## config.mk

```make
export PLATFORM = sky130hd
export DESIGN_NAME = sqtimer
export DESIGN_NICKNAME = d
export VERILOG_FILES = /design/src/rtl/sqt_pkg.sv /design/src/rtl/sqt_sync.sv /design/src/rtl/sqt_lenreg.sv /design/src/rtl/sqt_core.sv /design/src/rtl/sqtimer.sv
export SDC_FILE = /design/constraint.sdc
export NUM_CORES = 1
export LEC_CHECK = 0
export BUFFER_PORTS_ARGS = -buffer_cell sky130_fd_sc_hd__buf_2
export CORE_ASPECT_RATIO = 0.8
export CORE_MARGIN = 2
export CORE_UTILIZATION = 60
export CTS_CLUSTER_DIAMETER = 30
export DETAILED_ROUTE_END_ITERATION = 8
export PLACE_DENSITY = 0.78
export SYNTH_ARGS = -nofsm -noshare
export SYNTH_HDL_FRONTEND = slang
export SYNTH_SLANG_ARGS = --single-unit
```

## constraint.sdc

```tcl
create_clock -name clk -period 6.1 [get_ports clk]
set_input_delay 0.305 -clock clk [delete_from_list [all_inputs] [get_ports clk]]
set_output_delay 0.305 -clock clk [all_outputs]
set_load 0.01 [all_outputs]
```

## src/rtl/sqt_pkg.sv

```systemverilog
package sqt_pkg;

  typedef enum logic [1:0] {
    CMD_NOP     = 2'b00,
    CMD_HALT    = 2'b01,
    CMD_HALT_TC = 2'b10,
    CMD_GO      = 2'b11
  } tmr_cmd_e;

  // Mode field: bit 1 selects pulse output, bit 0 selects auto-reload.
  localparam int MODE_PULSE_BIT  = 1;
  localparam int MODE_REPEAT_BIT = 0;
  localparam int MODE_W          = 2;
  localparam int BYTE_W          = 8;

endpackage

```

## src/rtl/sqt_sync.sv

```systemverilog
module sqt_sync #(
  parameter int STAGES = 2
) (
  input  logic clk,
  input  logic rst_n,
  input  logic tin,
  output logic tin_rise
);
  localparam int CHAIN_W = STAGES + 1;

  logic [CHAIN_W-1:0] chain;

  always_ff @(posedge clk or negedge rst_n) begin
    if (!rst_n) chain <= '0;
    else        chain <= {chain[CHAIN_W-2:0], tin};
  end

  // The bit after the last synchroniser stage holds the previous sample.
  assign tin_rise = chain[STAGES-1] & ~chain[STAGES];
endmodule

```

## src/rtl/sqt_lenreg.sv

```systemverilog
module sqt_lenreg
  import sqt_pkg::*;
#(
  parameter int CNT_W = 14
) (
  input  logic                 clk,
  input  logic                 len_lo_we,
  input  logic                 len_hi_we,
  input  logic [BYTE_W-1:0]    wdata,
  output logic [CNT_W-1:0]     len_val,
  output logic [MODE_W-1:0]    mode_val
);
  localparam int HI_W = CNT_W - BYTE_W;

  logic [BYTE_W-1:0] lo_q;
  logic [HI_W-1:0]   hi_q;
  logic [MODE_W-1:0] mode_q;

  // No reset on purpose: the count and mode survive a reset.
  always_ff @(posedge clk) begin
    if (len_lo_we) lo_q <= wdata;
    if (len_hi_we) begin
      hi_q   <= wdata[HI_W-1:0];
      mode_q <= wdata[BYTE_W-1 -: MODE_W];
    end
  end

  assign len_val  = {hi_q, lo_q};
  assign mode_val = mode_q;
endmodule

```

## src/rtl/sqt_core.sv

```systemverilog
module sqt_core
  import sqt_pkg::*;
#(
  parameter int CNT_W = 14
) (
  input  logic              clk,
  input  logic              rst_n,
  input  logic              tin_rise,
  input  logic              cmd_we,
  input  logic [1:0]        cmd,
  input  logic              stat_rd,
  input  logic [CNT_W-1:0]  len_val,
  input  logic [MODE_W-1:0] mode_val,
  output logic              active,
  output logic              tc_hit,
  output logic              start_pend,
  output logic [MODE_W-1:0] act_mode,
  output logic              tout,
  output logic              tc_flag
);
  localparam int CW = CNT_W + 1;

  // The high half starts from N rounded up to even, the low half from N rounded down.
  function automatic logic [CW-1:0] first_load(input logic [CNT_W-1:0] n);
    return {1'b0, n} + CW'(n[0]);
  endfunction

  function automatic logic [CW-1:0] second_load(input logic [CNT_W-1:0] n);
    return {1'b0, n} - CW'(n[0]);
  endfunction

  logic [CW-1:0]     cnt;
  logic              phase_lo;
  logic              stop_pend;
  logic [CNT_W-1:0]  act_len;
  logic [CNT_W-1:0]  pend_len;
  logic [MODE_W-1:0] pend_mode;
  logic              half_end;
  logic              len_ok;
  tmr_cmd_e          cmd_e;

  assign cmd_e    = tmr_cmd_e'(cmd);
  assign len_ok   = (len_val >= CNT_W'(2));
  assign half_end = active && tin_rise && (cnt == CW'(2));
  assign tc_hit   = half_end && phase_lo;

  always_ff @(posedge clk or negedge rst_n) begin
    if (!rst_n) begin
      active     <= 1'b0;
      phase_lo   <= 1'b0;
      start_pend <= 1'b0;
      stop_pend  <= 1'b0;
      tc_flag    <= 1'b0;
    end else begin
      tc_flag <= (tc_flag & ~stat_rd) | tc_hit;

      // Advance on each synchronised input edge.
      if (tc_hit) begin
        if (start_pend) begin
          act_len    <= pend_len;
          act_mode   <= pend_mode;
          cnt        <= first_load(pend_len);
          phase_lo   <= 1'b0;
          start_pend <= 1'b0;
          stop_pend  <= 1'b0;
        end else if (stop_pend || !act_mode[MODE_REPEAT_BIT]) begin
          active    <= 1'b0;
          phase_lo  <= 1'b0;
          stop_pend <= 1'b0;
        end else begin
          cnt      <= first_load(act_len);
          phase_lo <= 1'b0;
        end
      end else if (half_end) begin
        phase_lo <= 1'b1;
        cnt      <= second_load(act_len);
      end else if (active && tin_rise) begin
        cnt <= cnt - CW'(2);
      end

      // A command overrides an edge that lands in the same cycle.
      if (cmd_we) begin
        case (cmd_e)
          CMD_HALT: begin
            active     <= 1'b0;
            phase_lo   <= 1'b0;
            start_pend <= 1'b0;
            stop_pend  <= 1'b0;
          end
          CMD_HALT_TC: begin
            if (active) begin
              stop_pend  <= 1'b1;
              start_pend <= 1'b0;
            end
          end
          CMD_GO: begin
            if (len_ok) begin
              if (!active) begin
                active   <= 1'b1;
                phase_lo <= 1'b0;
                cnt      <= first_load(len_val);
                act_len  <= len_val;
                act_mode <= mode_val;
              end else begin
                start_pend <= 1'b1;
                stop_pend  <= 1'b0;
                pend_len   <= len_val;
                pend_mode  <= mode_val;
              end
            end
          end
          default: ;
        endcase
      end
    end
  end

  always_comb begin
    if (act_mode[MODE_PULSE_BIT]) tout = !(active && phase_lo && (cnt == CW'(2)));
    else                          tout = !(active && phase_lo);
  end
endmodule

```

## src/rtl/sqtimer.sv

```systemverilog
module sqtimer
  import sqt_pkg::*;
#(
  parameter int CNT_W       = 14,
  parameter int SYNC_STAGES = 2
) (
  input  logic       clk,
  input  logic       rst_n,
  input  logic       tin,
  input  logic       len_lo_we,
  input  logic       len_hi_we,
  input  logic [7:0] wdata,
  input  logic       cmd_we,
  input  logic [1:0] cmd,
  input  logic       stat_rd,
  output logic       tout,
  output logic       tc_flag
);
  logic              tin_rise;
  logic              tc_hit;
  logic              active;
  logic              start_pend;
  logic [CNT_W-1:0]  len_val;
  logic [MODE_W-1:0] mode_val;
  logic [MODE_W-1:0] act_mode;

  sqt_sync #(.STAGES(SYNC_STAGES)) u_sync (
    .clk      (clk),
    .rst_n    (rst_n),
    .tin      (tin),
    .tin_rise (tin_rise)
  );

  sqt_lenreg #(.CNT_W(CNT_W)) u_len (
    .clk       (clk),
    .len_lo_we (len_lo_we),
    .len_hi_we (len_hi_we),
    .wdata     (wdata),
    .len_val   (len_val),
    .mode_val  (mode_val)
  );

  sqt_core #(.CNT_W(CNT_W)) u_core (
    .clk        (clk),
    .rst_n      (rst_n),
    .tin_rise   (tin_rise),
    .cmd_we     (cmd_we),
    .cmd        (cmd),
    .stat_rd    (stat_rd),
    .len_val    (len_val),
    .mode_val   (mode_val),
    .active     (active),
    .tc_hit     (tc_hit),
    .start_pend (start_pend),
    .act_mode   (act_mode),
    .tout       (tout),
    .tc_flag    (tc_flag)
  );
endmodule

```

==> results.json, run 1 <==
{
  "drc": 0,
  "maxCapViolations": 0,
  "yosysMostFrequentCell": "edfxtp_1",
  "fin_ws_ns": 2.363,
  "antenna_cells": 0,
  "path_buf_inv": 0,
  "finalWeightedCongestion": 0.9399,
  "ys_seq_area_frac": 0.4866,
  "grt_pass1_wl_um": 17510,
  "synth_cell_type_count": 48,
  "fin_util": 0.6715,
  "grt-ovfl-total": 0,
  "status": "finished, final reports clean",
  "crit_path_end_kind": "register",
  "placementRows": 27,
  "first_global_vias": 3377,
  "worstMarginPinSlew_ns": 1.020,
  "setup_viol": 0,
  "cp.arrival_ns": 3.84,
  "post-route-min-period_ns": 3.737,
  "path_delay_family": "simple AND/OR/NAND/NOR gates",
  "layoutNonFillerInstCount": 541,
  "layout-drive-gt1-share": 0.1013,
  "slowest_stage": "nand2_1",
  "start_util": 0.6208,
  "drtIter0Drc": 386,
  "track_usage": 0.2937,
  "crit_cells": 7,
  "slew_violations": 0,
  "hold_viol_final": 0,
  "clock_path_buffers": 2,
  "netlist_area_mm2": 0.004299,
  "fin_skew_ns": 0.008453,
  "die_height_um": 79.71,
  "max_slew_margin": 0.3183,
  "crit_path_start": "u_core.cnt[6]",
  "rsz0062_at_grt": "false",
  "critical_path_class": "reg -> reg",
  "clock_latency_ns": 0.36,
  "dpl_cell_area_mm2": 0.004453,
  "ctsRootBufferMaster": "clkbuf_8",
  "timing.rr.end": "u_core.act_len[1]",
  "cts_tree": "built",
  "n_fill_cell": 533,
  "postCtsSetupBuffers": 0,
  "cts.htree.levels": 3,
  "min_period_over_period": 0.6127,
  "dr.pass1.iters": 5,
  "synthFlopType": "edfxtp_1",
  "synth-async-reset-ratio": 0.1127,
  "core_area_mm2": 0.006925,
  "num_vias": 3573,
  "boundaryPins": 19,
  "fin_hold_ws_ns": 0.05133,
  "cts_resized": 0,
  "synth_edf_count": 63,
  "postCtsHoldBufs": 0,
  "startpoint_type": "register",
  "io_buffer_count": 18,
  "area_delta_synth_final_pct": 8.178,
  "syn_inst": 436,
  "yosysTopAreaCellShare": 0.4400,
  "ys_top_cells_by_count": "63 x edfxtp_1, 52 x nand2_1, 35 x o21ai_0",
  "path_max_fanout": 20,
  "finalNetCount": 473,
  "ff2ff_setup_slack_ns": 2.36,
  "antenna_found_initial": 0,
  "dp_slack_ns": 2.400,
  "die_w_um": 98.64,
  "power_mw": 1.175,
  "wire_per_inst_um": 20.01,
  "yosysWarnings": 0,
  "cts.sinks": 71,
  "max_freq_mhz": 267.6,
  "r2r-start": "u_core.cnt[6]",
  "yosysTopAreaCell": "edfxtp_1",
  "cts.clk_slew.worst_paths_ns": 0.09,
  "avgSynthCellArea_um2": 9.860,
  "grt_max_degree": 43,
  "drt_wl_total_um": 10830,
  "fin_area_mm2": 0.004651,
  "ant_nets": 0,
  "dp.cells": 525,
  "max_stage_delay_ns": 0.77,
  "mappedNetlistNets": 460,
  "vias_per_cell": 6.604,
  "r2r_cells": 7,
  "crit_required_ns": 6.20,
  "finalSetupTns_ns": 0,
  "numCtsBuffers": 9,
  "vdd.ir_drop.worst_mv": 0.1648,
  "cp_cell_sequence": "nor4_2 -> nand4_1 -> nor2_1 -> ha_1 -> nand2_1 -> mux2i_1 -> o21ai_0",
  "hold_class": "in -> reg",
  "power.density_mw_per_mm2": 252.6,
  "ys_seq_elements": 71,
  "dieArea_mm2": 0.007863,
  "crit_end": "u_core.act_len[1]",
  "place_hpwl_um": 7800,
  "p_leak_nw": 1.691,
  "synthTopCellsByArea": "edfxtp_1 44%, xnor2_1 4.9%, dfrtp_1 4.7%"
}
==> where the power goes <==
part           internal [mW]  switching (mW)  leakage (nW)  total, mW
clock                  0.161           0.209         0.101      0.370
sequential             0.576          0.0665         0.704      0.642
combinational         0.0662          0.0964         0.886      0.163
==> sequential cells by signal, indices dropped and copies added (netlist names), 2 cells and up <==
name,flops
u_len.mode_val,2
u_core.act_mode,2
u_len.hi_q,6
u_len.lo_q,8
u_sync.chain,3
u_core.cnt,15
u_core.pend_mode,2
u_core.pend_len,14
u_core.act_len,14
==> worst reg2reg max path: cells and delay by family (launching register included) <==
kind	cells	cell delay [ns]
AOI/OAI and AO/OA	1	0.11
muxes	1	0.42
adders and majority gates	1	0.63
and+or+nand+nor	4	1.88
DFF	1	0.46
==> cell usage in the layout, fill, tap and decap left out, drive strengths merged, types with 3 or more instances in the layout <==
cell,synthesis,final
a21oi,21,21
nor2b,4,4
buf,1,21
nand4,10,10
nor2,32,32
nor4,13,13
ha,7,7
clkbuf,18,9
a31oi,3,3
and3,6,6
nor3,12,12
nand3,23,23
inv,11,16
edfxtp,63,63
xnor2,24,24
dfrtp,8,8
mux2i,17,17
o211ai,8,8
or3,3,3
and4,6,6
nand2,52,52
a211oi,8,8
o21ai,35,35
a22oi,3,3
xor2,21,21
==> metal layers <==
layer / vias to the layer above / routed length (um) / GRT usage
met4: 0 / 293 / 0.1151
met5: - / 0 / 0
li1: 1656 / - / -
met1: 1717 / 4696 / 0.4227
met2: 174 / 4937 / 0.4347
met3: 26 / 900 / 0.06743
==> cell families (layout without fill, tap and decap cells) <==
family	count (synthesis)	count (layout)	synth area share
compound gates	91	91	0.1284
xor+xnor	45	45	0.09168
fa+ha+maj	7	7	0.02037
buf+inv	30	48	0.02648
flops	71	71	0.4866
mux	17	17	0.03958
simple gates	175	175	0.2069
==> final cells by class <==
type                    instances  area [um^2]  share of cell area
inverters                      11        41.29            0.008878
well taps                      87        108.9             0.02341
clock buffers                   9        123.9             0.02663
multi-input cells             335         2098              0.4512
clock inverters                 7        73.82             0.01587
repair buffers                 21        112.6             0.02421
flip-flops and latches         71         2092              0.4498
==> worst min path at each step <==
stage | slack, ns | start | cells after the start | endpoint
3_5_place_dp | 0.34 | u_sync.chain[0] | 0 | u_sync.chain[1]
4_1_cts | 0.04 | tin | 1 | u_sync.chain[0]
5_1_grt | 0.04 | tin | 1 | u_sync.chain[0]
6_report | 0.05 | tin | 1 | u_sync.chain[0]
2_1_floorplan | 0.009 | rst_n | 0 | u_core.active
3_3_place_gp | 0.33 | u_sync.chain[0] | 0 | u_sync.chain[1]
No activity file was read; power rests on OpenSTA's default activity.
==> run 2, diff against run 1 <==
- CORE_UTILIZATION: 60 -> 56
- PLACE_DENSITY: 0.78 -> 0.76
- clock period: 6.1 -> 3.25 ns (I/O delays scaled with it)
==> results.json, run 2 (synthesis results as in run 1) <==
{
  "finalWeightedCongestion": 0.9566,
  "largest_reg_flops": 15,
  "startpoint_type": "register",
  "power.density_mw_per_mm2": 482.0,
  "slew_violations": 0,
  "grt_pass1_wl_um": 18260,
  "grt_max_degree": 41,
  "ff2ff_setup_slack_ns": 0.42,
  "status": "finished, final reports clean",
  "grt-ovfl-total": 0,
  "layout_commonest_cell": "edfxtp_1",
  "layoutNonFillerInstCount": 574,
  "crit_path_start": "u_core.cnt[5]",
  "drc": 0,
  "cts.htree.levels": 3,
  "finalNetCount": 489,
  "dpl_cell_area_mm2": 0.004521,
  "drtIter0Drc": 504,
  "setup_viol": 0,
  "largestRegisters": "u_core.cnt (15), u_core.act_len (14), u_core.pend_len (14)",
  "clock_latency_ns": 0.37,
  "drt-met1-wl_um": 4701,
  "critical_path_class": "reg -> reg",
  "cts.sinks": 71,
  "max_slew_margin": 0.4393,
  "vdd.ir_drop.worst_mv": 0.3223,
  "dr.pass1.iters": 6,
  "highest_layer": "met4",
  "power_mw": 2.332,
  "clock_path_buffers": 2,
  "fin_skew_ns": 0.01287,
  "hold_viol_final": 0,
  "start_util": 0.5788,
  "worstMarginPinSlew_ns": 0.8341,
  "cts.clk_slew.worst_paths_ns": 0.08,
  "dp.cells": 549,
  "cts_tree": "built",
  "maxCapViolations": 0,
  "min_period_over_period": 0.8709,
  "num_vias": 3699,
  "antenna_found_initial": 0,
  "postCtsSetupBuffers": 0,
  "wl_met2_um": 5154,
  "area_delta_synth_final_pct": 12.54,
  "die_height_um": 82.37,
  "cp.arrival_ns": 3.04,
  "max_freq_mhz": 353.3,
  "antenna_cells": 0,
  "place_hpwl_um": 8058,
  "r2r-start": "u_core.cnt[5]",
  "die_w_um": 102.0,
  "hold_start": "stat_rd",
  "hold_class": "in -> reg",
  "ctsRootBufferMaster": "clkbuf_8",
  "drt_wl_total_um": 11410,
  "io_buffer_count": 18,
  "post-route-min-period_ns": 2.830,
  "path_max_fanout": 9,
  "fin_util": 0.6514,
  "layout-drive-gt1-share": 0.1087,
  "track_usage": 0.2918,
  "wire_per_inst_um": 19.87,
  "first_global_vias": 3427,
  "fin_area_mm2": 0.004838,
  "dieArea_mm2": 0.008398,
  "core_area_mm2": 0.007427,
  "rsz0062_at_grt": "false",
  "vias_per_cell": 6.444,
  "regMostFlops": "u_core.cnt",
  "crit_path_end_kind": "register",
  "route.met3.wl_um": 1288,
  "finalSetupTns_ns": 0,
  "crit_required_ns": 3.46,
  "p_leak_nw": 1.765,
  "most-common-layout-cells": "63 x edfxtp_1, 52 x nand2_1, 35 x o21ai_0",
  "numCtsBuffers": 9,
  "boundaryPins": 19,
  "ant_nets": 0,
  "placementRows": 28
}
[run 2: changes by cell type in the layout (fill, tap and decap cells not counted), sizes merged]
cell / delta
bufinv: +2
clkinvlp: +1
dlygate4sd3: +10
inv: -4
buf: +6
[run 2: through the flow]
step                hold WS (ns)  worst slack (ns)
finish                   0.07143            0.4197
global route              0.1108            0.1379
CTS                      0.06479            0.4981
detailed placement        0.2626            0.5203
global placement          0.2620            0.6344
floorplan                -0.1331            0.6197
[run 2: routing by layer]
layer | GRT usage | vias up
li1 | - | 1683
met1 | 0.4117 | 1722
met2 | 0.4461 | 265
met3 | 0.06902 | 29
met4 | 0.1000 | 0
met5 | 0 | -
[run 2: worst paths after layout]
path,cells past startpoint,to
min reg2reg,0,u_sync.chain[1]
min in group asynchronous,3,u_core.start_pend
max in group asynchronous,3,u_sync.chain[1]
min,3,u_core.tc_flag
max,10,u_core.cnt[11]
max reg2reg,10,u_core.cnt[11]
[run 2: final cells by class]
class                      instances  area [um^2]
clock buffer                       9        123.9
clock inverter                     6        93.84
inverter                          11        41.29
fill                             600         2589
tap                              105        131.4
sequential                        71         2092
timing repair buffer              37        257.7
multi-input combinational        335         2098
[run 2: what timing repair did]
item                                   CTS  global route
endpoints found under the hold margin   25             0
resized for setup                        0             0
hold buffers                            10             0
[run 2: worst max-delay path, stage by stage (launching register included)]
cell      delay, ns
edfxtp_1       0.48
nor4_2         0.47
nand4_1        0.17
nor2_1         0.23
ha_1           0.39
inv_1          0.20
nor2_1         0.21
o21ai_0        0.13
a21oi_1        0.15
nor2_1         0.07
a22oi_1        0.17
[run 2: report_power, final]
part / internal (mW) / switching, mW
sequential: 1.08 / 0.125
combinational: 0.135 / 0.196
clock: 0.433 / 0.363
